==> src/rtl/pwrup_seq.sv <==
module pwrup_seq #(
  parameter int CNT_W       = 13,
  parameter int TERM_CNT    = 2047,
  parameter int SYNC_STAGES = 2
) (
  input  logic clk_lf,
  input  logic por_pulse,
  input  logic clr_n,
  input  logic tmr_en,
  output logic rst_int,
  output logic tmr_busy
);

  localparam logic [CNT_W-1:0] TERM = CNT_W'(TERM_CNT);

  logic [SYNC_STAGES-1:0] clr_sync;
  logic [CNT_W-1:0]       cnt;
  logic                   at_term;
  logic                   clr_ok;

  always_ff @(posedge clk_lf or posedge por_pulse)
    if (por_pulse) clr_sync <= '0;
    else           clr_sync <= {clr_sync[SYNC_STAGES-2:0], clr_n};

  always_ff @(posedge clk_lf or posedge por_pulse)
    if (por_pulse)                cnt <= '0;
    else if (tmr_en && !at_term)  cnt <= cnt + 1'b1;

  assign at_term  = (cnt == TERM);
  assign clr_ok   = clr_sync[SYNC_STAGES-1];
  assign tmr_busy = tmr_en & ~at_term;
  assign rst_int  = por_pulse | tmr_busy | ~clr_ok;

endmodule


==> config.mk <==
export PLATFORM = sky130hd
export DESIGN_NAME = pwrup_seq
export DESIGN_NICKNAME = d
export VERILOG_FILES = /design/src/rtl/pwrup_seq.sv
export SDC_FILE = /design/constraint.sdc
export NUM_CORES = 1
export LEC_CHECK = 0
export BUFFER_PORTS_ARGS = -buffer_cell sky130_fd_sc_hd__clkbuf_2
export CAP_MARGIN = 30
export CORE_UTILIZATION = 45
export DETAILED_ROUTE_END_ITERATION = 7
export GPL_TIMING_DRIVEN = 0
export SYNTH_ARGS = -nofsm -noshare
export SYNTH_HDL_FRONTEND = slang
export SYNTH_SLANG_ARGS = --single-unit
==> constraint.sdc <==
create_clock -name clk_lf -period 4.6 [get_ports clk_lf]
set_input_delay 0.92 -clock clk_lf [delete_from_list [all_inputs] [get_ports clk_lf]]
set_output_delay 0.92 -clock clk_lf [all_outputs]
set_load 0.02 [all_outputs]
==> flow_summary.toml, run 1 <==
[floorplan]
floorplan.initialDensity_pct = 48.5
floorplan_die_area_um2 = 1790
core_region_area_um2 = 1510
die_w_um = 42.3
die_y_um = 42.3
io_pins = 6
floorplan.rows = 14

[power_and_ir_drop]
p_sw_mw = 0.113
p_comb_share_pct = 23.9
p_seq_share_pct = 55.0
p_per_cell_area_nw_per_um2 = 437
vdd.ir_drop.worst_uv = 341
p_clk_share_pct = 21.1
fin_total_pwr_mw = 0.351
power_leakage_nw = 0.374
switching_share_pct = 32.3
cellInternalPower_mw = 0.238

[timing]
final-hold-violation-count = 0
report.final.slew_viol_count = 0
final.min_clock_period_ns = 2.67
finalSetupTns_ns = 0
timing.fmax_mhz = 375
skew_final_ns = 0.00355
max_slew.worst_pin.slew_ns = 0.596
final-setup-viol-count = 0
post-route-period-util_pct = 58.0
unrepaired_setup_endpoints_after_global_routing = "false"
worst_slew_margin_rel_pct = 60.2

[placement]
place.detailed.hpwl_um = 838
port_buffers = 5
gp_routability_congestion = 0.716

[critical_path]
ff2ff_setup_slack_ns = 2.98
setup.worst_path.end_class = "primary output"
worstSetupStartpoint = "por_pulse"
crit_path_top_delay_cell = "sky130_fd_sc_hd__inv_1"
regToRegEndpoint = "cnt[1]"
cpMostUsedCell = "sky130_fd_sc_hd__clkbuf_2"
crit_arrival_ns = 1.75
cp_capture_point = "rst_int"
regToRegStartpoint = "cnt[0]"
startpoint_type = "input port"
r2r_cells = 5
path_cells = "clkbuf_2, inv_1, nand3_1, clkbuf_2"
timing.critical_path.slowest_cell_delay_ns = 0.44
worstPathRequired_ns = 3.68
critPathKind = "in2out"
cp_max_fo = 16

[yosys]
synth_top_family_by_area = "simple AND/OR/NAND/NOR gates"
yosysTopAreaCellShare_pct = 51.4
synth.net_count = 70
synth_area_leader_cell = "sky130_fd_sc_hd__dfrtp_1"
ys_ff_latch = 15
yosys-top-cells-count = "15 x sky130_fd_sc_hd__dfrtp_1, 5 x sky130_fd_sc_hd__a21oi_1, 5 x sky130_fd_sc_hd__nand2_1, 4 x sky130_fd_sc_hd__nand3_1"
yosysWarningCount = 0
ys_seq_area_share_pct = 51.4
syn_area_um2 = 731
synth_adder_area_share_pct = 1.71
post-synth-top-count-cell = "sky130_fd_sc_hd__dfrtp_1"
netlist_instances = 65
share_of_synthesized_registers_carrying_an_async_set_or_reset_pct = 100
post_synth.cell_area_avg_um2 = 11.2
yosys.area_share.xor_xnor_pct = 5.99
synth.mux.area_fraction_pct = 4.28
number_of_flops_mapped_to_enable_cells_by_yosys = 0
synth_simple_gate_area_share_pct = 24.8
synth_compound_area_share_pct = 8.73
synth_area_leaders = "sky130_fd_sc_hd__dfrtp_1 51%, sky130_fd_sc_hd__xnor2_1 3.6%, sky130_fd_sc_hd__a21oi_1 3.4%, sky130_fd_sc_hd__and3_4 3.1%, sky130_fd_sc_hd__nor4_4 2.9%"
ys.flop_type = "sky130_fd_sc_hd__dfrtp_1"
synth_cell_types = 26

[routing]
post_drt_wl_per_cell_um = 12.7
drtAntennaViolNets = 0
detailedRoute.firstPassIterationCount = 7
routed_via_density = 5.76
finalWirelength_mm = 1.15
initial_drc_count = 14
number_of_vias_after_detailed_routing = 518
drc_errors = 0

[cells_and_area]
layout-area-overhead-vs-synth_pct = 9.93
drive_gt1_share_pct = 21.6
final_util_pct = 53.3
nets = 80
diodes = 0

[global_routing]
antenna_found_initial = 0
overflow = 0
grt_first_pass_wirelength_mm = 1.95
grt_max_degree = 17
number_of_global_route_vias_before_repair = 480
global_route.usage.total_pct = 14.8

[worst_hold_path]
min_path_type = "reg2reg"

[clock_tree]
cts-root-to-sink-buffers = 2
clock_sinks = 15
post_cts.repair.setup_buffers = 0
ctsHoldBuffers = 0
htree_num_levels = 1
cts.root.buffer_cell = "sky130_fd_sc_hd__clkbuf_4"
post_cts_resize_count = 0
cts_tree = "done"
worstSkewPairLatency_ns = 0.28
cts_clk_pin_slew_worst_paths_ns = 0.09
numCtsBuffers = 3

[flow_run]
maxCapViolCount = 0

[run_status]
outcome = "completed"
state kept, by name, summed over array words and instances (netlist names):
| register | cells |
|---|---|
| cnt | 13 |
| clr_sync | 2 |
kinds of logic after synthesis:
family / Yosys count
AO/OA/AOI/OAI: 11
XOR/XNOR: 5
multiplexers: 3
adder cells (fa/ha/maj): 1
flip-flops: 15
buffers and inverters: 4
AND/OR/NAND/NOR: 26
through the flow:
| stage | setup WS (ns) | instance area (um2) | instances | hold WS (ns) |
|---|---|---|---|---|
| after floorplan | 2.12 | 731 | 65 | 0.331 |
| after global routing | 1.80 | 803 | 90 | 0.371 |
| after CTS | 1.89 | 803 | 90 | 0.366 |
| after global placement | 1.89 | 776 | 86 | 0.333 |
| after detailed placement | 1.89 | 776 | 86 | 0.344 |
| final | 1.93 | 803 | 90 | 0.362 |
worst min-delay path by stage:
stage | slack (ns) | end | depth (start not counted) | startpoint
after global placement | 0.33 | clr_sync[1] | 0 | clr_sync[0]
after global routing | 0.37 | clr_sync[1] | 0 | clr_sync[0]
final | 0.36 | clr_sync[1] | 0 | clr_sync[0]
after CTS | 0.37 | clr_sync[1] | 0 | clr_sync[0]
after detailed placement | 0.34 | clr_sync[1] | 0 | clr_sync[0]
after floorplan | 0.33 | clr_sync[1] | 0 | clr_sync[0]
power groups by stage:
stage | clock (mW) | sequential, mW | combinational (mW)
2_1_floorplan | 0 | 0.190 | 0.0711
3_3_place_gp | 0 | 0.196 | 0.0815
3_5_place_dp | 0 | 0.196 | 0.0842
4_1_cts | 0.0763 | 0.193 | 0.0847
5_1_grt | 0.0786 | 0.198 | 0.0939
6_report | 0.0740 | 0.193 | 0.0840
per-layer routing:
layer  track usage (%)  share of wire [%]  wire length [um]  up-vias
li1                  -                  -                 -      254
met3              3.02                3.8                44        2
met5                 0                  0                 0        -
met1              17.9                 48               553      251
met4              10.0                1.0                12        0
met2              23.7                 47               535       11
critical path: cells and delay by family:
family | cells | cell delay, ns
simple gates | 1 | 0.13
buf+inv | 3 | 0.71
layout make-up:
type	instances	area, um2
Fill cell	138	703
Sequential cell	15	375
Multi-Input combinational cell	46	333
Timing Repair Buffer	5	25.0
Clock buffer	3	22.5
Tap cell	16	20.0
Buffer	1	11.3
Inverter	3	11.3
Clock inverter	1	5.00
cells in the final DEF, fill, tap and decap left out, drive strengths merged, types with 2 or more instances in the layout:
cell type and count:
nand3 5, and4 2, nor2 2, nand4 3, a21oi 5, nand2 5
and3 4, o31ai 2, xor2 2, nor3 3, xnor2 3, clkbuf 8
o21ai 2, mux2i 2, inv 3, dfrtp 15
Power figures use the tool's default switching activity.
==> run 2, diff against run 1 <==
- ABC_AREA: unset -> 1
- clock period: 4.6 -> 2.35 ns (I/O delays scaled with it)
==> run 2 against run 1 <==
Clock power increased by 100%. Total power increased by 120%. Hold slack got worse by 0.14 ns. Synthesized cell count increased by 83%. Sequential share of layout area decreased by 8.3 points. Critical endpoint is now tmr_busy. Largest cell class is now multi-input combinational cells. Largest power group unchanged.
==> flow_summary.toml, run 2 <==
[run_status]
outcome = "completed"

[timing]
worst_slew_margin_rel_pct = 59.3
skew_final_ns = 0.00365
report.final.slew_viol_count = 0
final.min_clock_period_ns = 2.20
final-hold-violation-count = 0
post-route-period-util_pct = 93.5
timing.fmax_mhz = 455
finalSetupTns_ns = 0
unrepaired_setup_endpoints_after_global_routing = "false"
max_slew.worst_pin.slew_ns = 0.611
final-setup-viol-count = 0

[clock_tree]
htree_num_levels = 1
numCtsBuffers = 3
cts.root.buffer_cell = "sky130_fd_sc_hd__clkbuf_4"
cts_clk_pin_slew_worst_paths_ns = 0.09
worstSkewPairLatency_ns = 0.28
clock_sinks = 15
cts-root-to-sink-buffers = 2
cts_tree = "done"
ctsHoldBuffers = 0

[yosys]
ys_seq_area_share_pct = 42.1
syn_area_um2 = 892
share_of_synthesized_registers_carrying_an_async_set_or_reset_pct = 100
netlist_instances = 119
ys_ff_latch = 15
yosys-top-cells-count = "40 x sky130_fd_sc_hd__nand2_1, 15 x sky130_fd_sc_hd__dfrtp_1, 14 x sky130_fd_sc_hd__inv_1, 13 x sky130_fd_sc_hd__nand3_1, 10 x sky130_fd_sc_hd__nor2_1"
ys.flop_type = "sky130_fd_sc_hd__dfrtp_1"
synth_cell_types = 17
yosysTopAreaCellShare_pct = 42.1
number_of_flops_mapped_to_enable_cells_by_yosys = 0
synth_compound_area_share_pct = 3.65
synth_top_family_by_area = "simple AND/OR/NAND/NOR gates"
yosysWarningCount = 0
yosys.area_share.xor_xnor_pct = 2.95
synth.mux.area_fraction_pct = 0
synth_area_leaders = "sky130_fd_sc_hd__dfrtp_1 42%, sky130_fd_sc_hd__nand2_1 17%, sky130_fd_sc_hd__nand3_1 7.3%, sky130_fd_sc_hd__inv_1 5.9%, sky130_fd_sc_hd__nand2_2 4.2%"
post_synth.cell_area_avg_um2 = 7.50
post-synth-top-count-cell = "sky130_fd_sc_hd__nand2_1"
synth.net_count = 124
synth_simple_gate_area_share_pct = 41.1
synth_adder_area_share_pct = 1.40
synth_area_leader_cell = "sky130_fd_sc_hd__dfrtp_1"

[floorplan]
die_y_um = 46.5
floorplan.rows = 15
core_region_area_um2 = 1780
io_pins = 6
floorplan_die_area_um2 = 2160
die_w_um = 46.5
floorplan.initialDensity_pct = 50.0

[critical_path]
startpoint_type = "register"
regToRegStartpoint = "cnt[0]"
worstPathRequired_ns = 1.88
crit_arrival_ns = 1.73
worstSetupStartpoint = "cnt[0]"
cp_max_fo = 10
critPathKind = "reg2out"
setup.worst_path.end_class = "primary output"

[cells_and_area]
largest_registers = "cnt (13), clr_sync (2)"
final_common_cell = "sky130_fd_sc_hd__nand2_1"
max_ffs_per_register = 13
top_register = "cnt"
post_layout_nonfiller_instances = 153
drive_gt1_share_pct = 19.5
nets = 134
layout-area-overhead-vs-synth_pct = 9.54
most-common-layout-cells = "40 x sky130_fd_sc_hd__nand2_1, 15 x sky130_fd_sc_hd__dfrtp_1, 14 x sky130_fd_sc_hd__inv_1, 13 x sky130_fd_sc_hd__nand3_1, 10 x sky130_fd_sc_hd__nor2_1"
diodes = 0
final_util_pct = 54.8

[worst_hold_path]
min_path_type = "in2async"

[global_routing]
global_route.usage.total_pct = 18.2
grt_first_pass_wirelength_mm = 2.70
grt_max_degree = 17
overflow = 0
number_of_global_route_vias_before_repair = 662
antenna_found_initial = 0

[routing]
drtAntennaViolNets = 0
drc_errors = 0
detailedRoute.firstPassIterationCount = 3
finalWirelength_mm = 1.56
post_drt_wl_per_cell_um = 10.2
routed_via_density = 4.78
number_of_vias_after_detailed_routing = 731
initial_drc_count = 7

[placement]
placed_cells_incl_taps = 149
place.detailed.hpwl_mm = 1.19
gp_routability_congestion = 0.756
port_buffers = 5

[power_and_ir_drop]
vdd.ir_drop.worst_uv = 563
p_per_cell_area_nw_per_um2 = 796
power_leakage_nw = 0.453

[flow_run]
maxCapViolCount = 0
[run 2: kinds of logic (layout without fill, tap and decap cells)]
kind of cell    after synthesis  count (layout)
simple gates                 78              78
xor+xnor                      3               3
buf+inv                      17              26
compound gates                5               5
flops                        15              15
fa+ha+maj                     1               1
[run 2: through the flow]
stage | hold WS (ns) | instance area, um2 | total power [mW] | worst slack (ns)
after floorplan | 0.331 | 892 | 0.581 | 0.674
after global placement | 0.334 | 948 | 0.622 | 0.417
after detailed placement | 0.340 | 948 | 0.631 | 0.413
after CTS | 0.246 | 975 | 0.782 | 0.0879
after global routing | 0.272 | 977 | 0.848 | 0.0397
final | 0.219 | 977 | 0.778 | 0.152
[run 2: metal layers]
layer	track usage, %	part of all wire (%)	vias up
met5	0	0	-
met4	8.82	2.3	0
met3	3.53	2.1	5
met2	27.8	44	7
met1	24.2	52	328
li1	-	-	391
[run 2: final cells by class]
cell class,count,area (um2)
Fill cell,178,806
Multi-Input combinational cell,87,440
Sequential cell,15,375
Inverter,15,56.3
Tap cell,25,31.3
Clock buffer,4,26.3
Timing Repair Buffer,5,25.0
Buffer,2,22.5
[run 2: power by group]
group / total [mW] / switching (mW) / internal [mW] / leakage [nW]
Sequential: 0.391 / 0.0696 / 0.321 / 0.194
Combinational: 0.238 / 0.143 / 0.0945 / 0.245
Clock: 0.150 / 0.0836 / 0.0660 / 0.0150
Total: 0.778 / 0.296 / 0.481 / 0.453
[run 2: worst paths after layout]
check,to,cells after the start,slack (ns)
min in group clk_lf,clr_sync[0],1,0.29
max in group asynchronous,clr_sync[1],2,1.73
max,tmr_busy,8,0.15
max reg2reg,cnt[0],8,0.81
min reg2reg,clr_sync[1],0,0.36
min,cnt[0],2,0.22
[run 2: critical path: stages (launching register included)]
cell	delay (ns)
sky130_fd_sc_hd__dfrtp_1	0.41
sky130_fd_sc_hd__ha_2	0.26
sky130_fd_sc_hd__inv_1	0.08
sky130_fd_sc_hd__nor2_4	0.13
sky130_fd_sc_hd__nand2_2	0.10
sky130_fd_sc_hd__nand2_4	0.10
sky130_fd_sc_hd__nand2_4	0.06
sky130_fd_sc_hd__buf_6	0.14
sky130_fd_sc_hd__clkbuf_2	0.15
[run 2: repair_timing]
item	4_1_cts	5_1_grt
setup buffers	0	0
gates resized for setup	0	1
endpoints found under the setup margin	0	1
endpoints found under the hold margin	0	0
